File: src/rtl/pmc_pkg.sv
package pmc_pkg;

  typedef enum logic [1:0] {
    ACC_FETCH  = 2'd0,
    ACC_LOAD   = 2'd1,
    ACC_STORE  = 2'd2,
    ACC_ATOMIC = 2'd3
  } acc_e;

  // bit 0 readable ... bit 5 cacheable
  typedef struct packed {
    logic cache;
    logic amo;
    logic sub;
    logic x;
    logic w;
    logic r;
  } attr_t;

  localparam int ATTR_W = 6;
  localparam int CAUSE_W = 5;

  localparam logic [CAUSE_W-1:0] CAUSE_NONE     = 5'd0;
  localparam logic [CAUSE_W-1:0] CAUSE_FETCH_AF = 5'd1;
  localparam logic [CAUSE_W-1:0] CAUSE_LOAD_AF  = 5'd5;
  localparam logic [CAUSE_W-1:0] CAUSE_STORE_AF = 5'd7;

  localparam logic [1:0] SIZE_WORD = 2'd2;

  localparam logic [ATTR_W-1:0] CFG_ATTR_RESET = 6'b001011;

endpackage

File: src/rtl/pmc_region_file.sv
module pmc_region_file
  import pmc_pkg::*;
#(
  parameter int NUM_REGIONS = 4,
  parameter int NUM_FIXED   = 2,
  parameter int ADDR_W      = 32,
  parameter int CFG_AW      = 5,
  parameter logic [NUM_FIXED-1:0][ADDR_W-1:0] FIXED_BASE  = '0,
  parameter logic [NUM_FIXED-1:0][ADDR_W-1:0] FIXED_LIMIT = '0,
  parameter logic [NUM_FIXED-1:0][ATTR_W-1:0] FIXED_ATTR  = '0
) (
  input  logic                                   clk,
  input  logic                                   rst_n,
  input  logic                                   wr_en,
  input  logic [CFG_AW-1:0]                      wr_addr,
  input  logic [ADDR_W-1:0]                      wr_data,
  input  logic [CFG_AW-1:0]                      rd_addr,
  output logic [ADDR_W-1:0]                      rd_data,
  output logic [NUM_REGIONS-1:0][ADDR_W-1:0]     base_o,
  output logic [NUM_REGIONS-1:0][ADDR_W-1:0]     limit_o,
  output logic [NUM_REGIONS-1:0][ATTR_W-1:0]     attr_o
);

  localparam int IDX_W = CFG_AW - 2;

  for (genvar r = 0; r < NUM_REGIONS; r++) begin : g_region
    if (r < NUM_FIXED) begin : g_fixed
      assign base_o[r]  = FIXED_BASE[r];
      assign limit_o[r] = FIXED_LIMIT[r];
      assign attr_o[r]  = FIXED_ATTR[r];
    end else begin : g_prog
      localparam logic [CFG_AW-1:0] OFS_BASE  = CFG_AW'(4 * r);
      localparam logic [CFG_AW-1:0] OFS_LIMIT = CFG_AW'(4 * r + 1);
      localparam logic [CFG_AW-1:0] OFS_ATTR  = CFG_AW'(4 * r + 2);

      logic              base_en, limit_en, attr_en;
      logic [ADDR_W-1:0] base_q, limit_q;
      logic [ATTR_W-1:0] attr_q;

      always_comb begin
        base_en  = wr_en && (wr_addr == OFS_BASE);
        limit_en = wr_en && (wr_addr == OFS_LIMIT);
        attr_en  = wr_en && (wr_addr == OFS_ATTR);
      end

      always_ff @(posedge clk or negedge rst_n) begin
        if (!rst_n) begin
          base_q  <= '1;
          limit_q <= '0;
          attr_q  <= CFG_ATTR_RESET;
        end else begin
          if (base_en)  base_q  <= wr_data;
          if (limit_en) limit_q <= wr_data;
          if (attr_en)  attr_q  <= wr_data[ATTR_W-1:0];
        end
      end

      assign base_o[r]  = base_q;
      assign limit_o[r] = limit_q;
      assign attr_o[r]  = attr_q;
    end
  end

  always_comb begin
    rd_data = '0;
    for (int r = 0; r < NUM_REGIONS; r++) begin
      if (rd_addr[CFG_AW-1:2] == IDX_W'(r)) begin
        case (rd_addr[1:0])
          2'd0:    rd_data = base_o[r];
          2'd1:    rd_data = limit_o[r];
          2'd2:    rd_data = ADDR_W'(attr_o[r]);
          default: rd_data = '0;
        endcase
      end
    end
  end

endmodule

File: config.mk
export PLATFORM = sky130hd
export DESIGN_NAME = pmc_region_file
export DESIGN_NICKNAME = d
export VERILOG_FILES = /design/src/rtl/pmc_pkg.sv /design/src/rtl/pmc_region_file.sv
export SDC_FILE = /design/constraint.sdc
export NUM_CORES = 1
export LEC_CHECK = 0
export ABC_AREA = 1
export BUFFER_PORTS_ARGS = -buffer_cell sky130_fd_sc_hd__buf_2
export CAP_MARGIN = 20
export CELL_PAD_IN_SITES_DETAIL_PLACEMENT = 1
export CELL_PAD_IN_SITES_GLOBAL_PLACEMENT = 1
export CORE_MARGIN = 2
export CORE_UTILIZATION = 37
export CTS_BUF_LIST = sky130_fd_sc_hd__clkbuf_8
export CTS_CLUSTER_SIZE = 12
export DETAILED_ROUTE_END_ITERATION = 10
export GPL_TIMING_DRIVEN = 1
export PLACE_DENSITY = 0.95
export SYNTH_ARGS = -nofsm -noshare
export SYNTH_HDL_FRONTEND = slang
export SYNTH_SLANG_ARGS = --single-unit
File: constraint.sdc
create_clock -name clk -period 2.8 [get_ports clk]
set_input_delay 0.56 -clock clk [delete_from_list [all_inputs] [get_ports clk]]
set_output_delay 0.56 -clock clk [all_outputs]
set_load 0.005 [all_outputs]
; Yosys cells after proc, flatten, opt, wreduce, memory -nomap -nowiden
; Cells that the tools add are included.
[classes]
eq_ne = 10
muxes = 4
reduce_logical = 7
[ops]
columns = operator, count
row1 = 32-bit case mux with 3 select lines, 2
row2 = 32-bit 2-to-1 mux, 2
row3 = 5-bit by 4-bit equality test with 1-bit output (second input constant), 6
row4 = 3-bit by 2-bit equality test with 1-bit output (second input constant), 2
row5 = 1-bit logical AND, 6
row6 = 2-bit by 1-bit equality test with 1-bit output (second input constant), 1
row7 = 2-bit equality test (second input constant), 1
row8 = 2-bit zero test, 1
[totals]
out_inout_bits = 312
input_bits = 45
register_bits = 140
elab_cells = 27

; Logic depth before layout (Yosys ltp)
; Gate-level depths: netlist of the first run.
[depth]
ltp_word = 4
mapped_depth = 7
ltp_nobuf = 6

; Least setup slack after synthesis of the first run
; No wires, ideal clock.
[synth_timing]
kind = input port to output port
start = in rd_addr[4]
end = out rd_data[10]
path_stages = 4
n_path_buf = 1
slack_ps = 989
t_arrival_ps = 1251
required_time_ps = 2240
cell_sequence = nor3b_2 > clkbuf_1 > nand2_1 > nand2_1
[synth_between]
elab_chain_cells = 3
word_cells_on_any_way = 4
classes_between = eq/ne: 2 / mux: 2
[synth_rtl]
columns = item, line_no
row1 = "start, declared", pmc_region_file.sv:17  ; input logic [CFG_AW-1:0] rd_addr,
row2 = 3-bit by 2-bit equality test with 1-bit output, pmc_region_file.sv:67  ; if (rd_addr[CFG_AW-1:2] == IDX_W'(r)) begin
row3 = 32-bit 2-to-1 mux, pmc_region_file.sv:67
row4 = 32-bit 2-to-1 mux (*), pmc_region_file.sv:67
row5 = "end, declared", pmc_region_file.sv:18  ; output logic [ADDR_W-1:0] rd_data,
; Mark *: on every way between the ends. The rest lies on a longest branch, timed or not.

; Worst setup path after layout of the first run
[layout_timing]
start = in rd_addr[0]
end = out rd_data[21]
[layout_between]
elab_chain_cells = 4
word_cells_on_any_way = 7
classes_between = eq/ne: 2 / mux: 4 / reduce/logical: 1
[layout_rtl]
columns = item, line_no
row1 = "2-bit equality test, or another cell as far along", pmc_region_file.sv:68  ; case (rd_addr[1:0])
row2 = 32-bit case mux with 3 select lines, pmc_region_file.sv:68
row3 = 32-bit 2-to-1 mux, pmc_region_file.sv:67
row4 = 32-bit 2-to-1 mux (*), pmc_region_file.sv:67
; Marks and branches as above.

==> impl_metrics.ini, run 1 <==
[outcome]
status = finished, final reports clean

[critical_path]
crit_chain = buf_2 -> buf_4 -> nand3_1 -> nand2_1 -> nand2_1 -> nand2_1 -> buf_2
worst_path_largest_cell_delay_ps = 410
start_kind = input port
path_depth = 7
timing.rr.start = g_region[3].g_prog.base_q[4]$_DFFE_PN1P_
cp_common_cell = nand2_1
cp_slowest_cell = buf_4
crit_start = rd_addr[0]
worstPathRequired_ps = 2240
crit_path_max_fanout = 32
path_class = in2out
critPathBufInv = 3
r2r_cells = 2
critPathTopFamily = buffers and inverters
worst_setup_path_end_kind = output pin
critical_path_arrival_ps = 1740

[synth]
yosysWarnings = 0
synth.top_cells.by_area = dfstp_2 (23%), dfrtp_1 (22%), nand2_1 (20%), buf_4 (13%), nand3_1 (10%)
syn_area_sq_um = 7910
async_reset_ff_frac = 1.00
synth_most_common_cell = nand2_1
synth_edf_count = 0
synth_seq_cells = 140
yosysTopAreaCellShare = 0.233
synth_flop_cell = dfstp_2
yosysSeqAreaShare = 0.454
synth_area_leader_cell = dfstp_2
ys_types = 17
synth_commonest_cells = nand2_1 (429), nand3_1 (159), buf_4 (141), dfrtp_1 (70), dfstp_2 (70)
syn_area_per_cell_sq_um = 7.57
synthCells = 1045

[die]
core_sq_um = 21000
num_io_pins = 357
start_util = 0.376
dieHeight_um = 150
rows = 53
dieArea_sq_um = 22600
die_w_um = 150

[timing]
finalSetupViolCount = 0
relSlewSlack = 0.501
whs_ps = 79.0
slew_violations = 0
period_share = 0.821
hold_viol_final = 0
clock.fmax_mhz = 435
rsz0062_at_grt = false
post-route-min-period_ps = 2300
timing.setup.tns_ps = 0
fin_skew_ps = 0
tightest_slew_ps = 748
final.setup.worst_slack_ps = 500

[power_and_ir_drop]
p_seq_frac = 0.496
switching_share = 0.337
peakVddDrop_mv = 0.262
power.switching_mw = 1.97
intPower_mw = 3.88
powerDensity_nw_per_um2 = 639
pwr-share-clk = 0.280
p_comb_frac = 0.224
finalPower_mw = 5.86
leakage_nw = 5.26

[routing]
vias_per_cell = 4.96
drt_first_iter_violations = 461
drc = 0
dr.pass1.iters = 5
vias = 7593
wl_mm = 27.9
drtAntennaViolNets = 0
wl_per_cell_um = 18.2

[placement]
place_area_sq_um = 8760
hpwlAfterDp_mm = 20.0
dp_slack_ps = 534
io_buffers = 216
globalplace.congestion = 0.903
placed_cells = 1495

[job]
maxCapViolCount = 0

[clock_tree]
cts_root_buf = clkbuf_8
insertion_delay_ps = 450
clock-sinks = 140
cts_hold_buf = 0
post_cts_buffers = 0
cts_tree = yes
cts_made_buffers = 17
cts_max_level = 4
path_clk_slew_ps = 80
clock_path_buffers = 2
cts_resized = 0

[finish]
drive_above_1_share = 0.283
nNetsFinal = 1284
stdcell_area_sq_um = 9160
layout.cells.non_filler = 1530
area.growth.synth_to_final_pct = 15.8
fin_util = 0.436

[global_routing]
overflow = 0
grt_pass1_wl_mm = 42.2
grt_max_degree = 65
grt_use_total = 0.244
grt_pass1_vias = 7610
antenna_found_initial = 3

[min_path]
hp-class = in2async
[power by group through the flow]
| stage | Sequential, mW | Combinational (mW) | Clock, mW |
|---|---|---|---|
| after global routing | 2.95 | 1.47 | 1.77 |
| after floorplan | 2.87 | 0.697 | 0 |
| after CTS | 2.90 | 1.32 | 1.68 |
| final | 2.91 | 1.31 | 1.64 |
| after detailed placement | 2.93 | 1.32 | 0 |
| after global placement | 2.91 | 1.24 | 0 |
[final cells by class]
type / count / area, sq um
multi-input combinational: 808 / 3400
tap: 275 / 344
inverter: 37 / 139
clock inverter: 14 / 146
antenna: 3 / 7.51
sequential: 140 / 3590
fill: 2754 / 11900
clock buffer: 18 / 248
timing repair buffer: 235 / 1280
[layout by cell type (no fill, tap or decap), drive strengths merged]
| cell | count |
|---|---|
| nor2 | 7 |
| dfstp | 70 |
| buf | 235 |
| clkinvlp | 5 |
| o21ai | 70 |
| dfrtp | 70 |
| diode | 3 |
| clkbuf | 18 |
| conb | 140 |
| bufinv | 2 |
| nand2 | 431 |
| clkinv | 5 |
| nand3 | 159 |
| inv | 39 |
| nor3b | 1 |
[layer usage]
metal | global-route usage | part of all wire | vias to the layer above
li1 | - | - | 3413
met2 | 0.409 | 0.50 | 353
met3 | 0.0470 | 0.065 | 76
met1 | 0.299 | 0.40 | 3751
met5 | 0 | 0 | -
met4 | 0.128 | 0.043 | 0
[kinds of logic (layout without fill, tap and decap cells)]
group | Yosys count | count (layout) | synth area share
other | 1 | 143 | 0.000474
buffers and inverters | 236 | 304 | 0.184
AOI/OAI and AO/OA | 70 | 70 | 0.0472
DFF | 140 | 140 | 0.454
and+or+nand+nor | 598 | 598 | 0.314
[flip-flops by register name, summed over array words and instances, names as in the netlist]
name	cells
g_region.g_prog.attr_q	12
g_region.g_prog.base_q	64
g_region.g_prog.limit_q	64
[path summary, 6_finish.rpt]
path                                                             end  slack [ps]
max reg2reg                 g_region[3].g_prog.base_q[4]$_DFFE_PN1P_        1970
min                        g_region[2].g_prog.limit_q[1]$_DFFE_PN0P_          80
min reg2reg                g_region[2].g_prog.base_q[13]$_DFFE_PN1P_         480
max in group asynchronous   g_region[2].g_prog.base_q[4]$_DFFE_PN1P_        1900
max                                                      rd_data[21]         500
min in group clk           g_region[2].g_prog.base_q[29]$_DFFE_PN1P_         340
Power figures use the tool's default switching activity.
==> inputs of run 2 (changes only) <==
--- a/config.mk
+++ b/config.mk
@@ -11,12 +11,12 @@
 export CELL_PAD_IN_SITES_DETAIL_PLACEMENT = 1
 export CELL_PAD_IN_SITES_GLOBAL_PLACEMENT = 1
 export CORE_MARGIN = 2
-export CORE_UTILIZATION = 37
+export CORE_UTILIZATION = 34
 export CTS_BUF_LIST = sky130_fd_sc_hd__clkbuf_8
 export CTS_CLUSTER_SIZE = 12
 export DETAILED_ROUTE_END_ITERATION = 10
 export GPL_TIMING_DRIVEN = 1
-export PLACE_DENSITY = 0.95
+export PLACE_DENSITY = 0.89
 export SYNTH_ARGS = -nofsm -noshare
 export SYNTH_HDL_FRONTEND = slang
 export SYNTH_SLANG_ARGS = --single-unit
==> constraint.sdc (replaced) <==
create_clock -name clk -period 2.3 [get_ports clk]
set_input_delay 0.46 -clock clk [delete_from_list [all_inputs] [get_ports clk]]
set_output_delay 0.46 -clock clk [all_outputs]
set_load 0.005 [all_outputs]
==> run 2 against run 1 <==
  * Largest cell class unchanged
  * Routed wire length shrank 0.70%
  * Highest routed layer unchanged
  * Die area grew 8.6%
  * Worst setup slack lost 230 ps
  * Design area grew 2.0%
  * Critical path depth is the same
  * First-iteration DRC count shrank 11%
  * Sequential share of layout area shrank 0.77 points
  * Register-to-register slack lost 470 ps
==> impl_metrics.ini, run 2 (synthesis results as in run 1) <==
[die]
dieArea_sq_um = 24500
core_sq_um = 22700
die_w_um = 157
num_io_pins = 357
rows = 55
dieHeight_um = 157
start_util = 0.348

[finish]
reg.largest.list = g_region.g_prog.base_q (64), g_region.g_prog.limit_q (64), g_region.g_prog.attr_q (12)
seq_area_sq_um = 3590
area.growth.synth_to_final_pct = 18.1
final_cell_mix = nand2_1 (429), buf_2 (215), nand3_1 (159), conb_1 (140)
nNetsFinal = 1294
fill_cells = 2960
fin_util = 0.411
multi_input_area_sq_um = 3400
drive_above_1_share = 0.288
final_common_cell = nand2_1

[global_routing]
grt_use_total = 0.226
gr-max-usage-layer = met2
grt_pass1_vias = 7603
overflow = 0
grt_pass1_wl_mm = 42.6
antenna_found_initial = 2
grt_max_degree = 53
grtUsageMet2 = 0.386
use_met3 = 0.0449
use_met1 = 0.280

[timing]
finalSetupViolCount = 0
slew_violations = 0
fin_skew_ps = 0
tightest_slew_ps = 501
post-route-min-period_ps = 2030
hold_viol_final = 0
timing.setup.tns_ps = 0
period_share = 0.884
clock.fmax_mhz = 492
relSlewSlack = 0.665
rsz0062_at_grt = false
whs_ps = 235

[routing]
drt_first_iter_violations = 412
dr.pass1.iters = 5
wl_mm = 27.7
wl_per_cell_um = 17.9
drtAntennaViolNets = 0
vias = 7506
drc = 0
vias_per_cell = 4.85

[power_and_ir_drop]
peakVddDrop_mv = 0.310
leakage_nw = 5.35
powerDensity_nw_per_um2 = 798

[critical_path]
worstPathRequired_ps = 1840
worst_path_largest_cell_delay_ps = 340
cp_slowest_cell = inv_1
r2r_cells = 2
crit_path_max_fanout = 12
start_kind = input port
timing.rr.start = g_region[3].g_prog.base_q[5]$_DFFE_PN1P_
regToRegSetupSlack_ps = 1500
critical_path_arrival_ps = 1570
r2r_end = g_region[3].g_prog.base_q[5]$_DFFE_PN1P_
crit_chain = buf_2 -> inv_1 -> nand3_1 -> nand3_1 -> nand2_1 -> nand2_1 -> buf_2
path_class = in2out
worst_setup_path_end_kind = output pin

[clock_tree]
clock_path_buffers = 2
cts_made_buffers = 17
insertion_delay_ps = 450
clock-sinks = 140
cts_root_buf = clkbuf_8
cts_max_level = 4
path_clk_slew_ps = 90
cts_resized = 0
cts_tree = yes

[min_path]
hp-class = in2reg
hp-start = wr_data[18]
holdPathEnd = g_region[2].g_prog.base_q[18]$_DFFE_PN1P_
worstHoldPathCells = 3

[placement]
io_buffers = 216
hpwlAfterDp_mm = 20.0
globalplace.congestion = 0.907

[job]
maxCapViolCount = 0

[outcome]
status = finished, final reports clean
## run 2: worst max-delay path by stage
| stage | startpoint | end | slack [ps] | cells past startpoint |
|---|---|---|---|---|
| 6_report | rd_addr[0] | rd_data[2] | 270 | 7 |
| 5_1_grt | rd_addr[0] | rd_data[28] | 190 | 7 |
| 4_1_cts | rd_addr[0] | rd_data[2] | 270 | 7 |
| 3_5_place_dp | rd_addr[0] | rd_data[2] | 280 | 7 |
| 3_3_place_gp | rd_addr[0] | rd_data[0] | 350 | 7 |
| 2_1_floorplan | rd_addr[4] | rd_data[10] | 690 | 4 |
## run 2: final cells by class
cell class                      instances  share of cell area
Tap cell                              285              0.0382
Clock inverter                         14              0.0233
Antenna cell                            2            0.000536
Multi-Input combinational cell        808               0.364
Sequential cell                       140               0.384
Inverter                               37              0.0149
Timing Repair Buffer                  245               0.149
Clock buffer                           17              0.0250
## run 2: layer usage
layer	wire length, um	up-vias
met5	0	-
met2	13700	307
met3	1700	63
li1	-	3431
met1	11400	3705
met4	936	0
## run 2: where the power goes
group | internal [mW] | total, mW | switching [mW] | leakage (nW)
logic | 0.661 | 1.59 | 0.930 | 3.49
registers | 3.09 | 3.53 | 0.438 | 1.64
clock network | 1.29 | 2.34 | 1.05 | 0.219
## run 2: critical path: cells and delay by family
family,cells,cell delay [ps]
buf+inv,3,600
simple gates,4,520
## run 2: repair_timing
item | in CTS | in global routing
buffers inserted | 0 | 0
hold buffers | 1 | 0
hold endpoints to repair | 21 | 0
setup endpoints to repair | 0 | 0
## run 2: metrics by stage
step | worst slack [ps] | std cells | instance area, sq um | power (mW)
2_1_floorplan | 689 | 1184 | 8430 | 4.34
3_3_place_gp | 350 | 1514 | 8880 | 5.07
3_5_place_dp | 277 | 1514 | 8880 | 5.17
4_1_cts | 274 | 1546 | 9340 | 7.53
5_1_grt | 195 | 1548 | 9340 | 7.89
6_report | 266 | 1548 | 9340 | 7.46
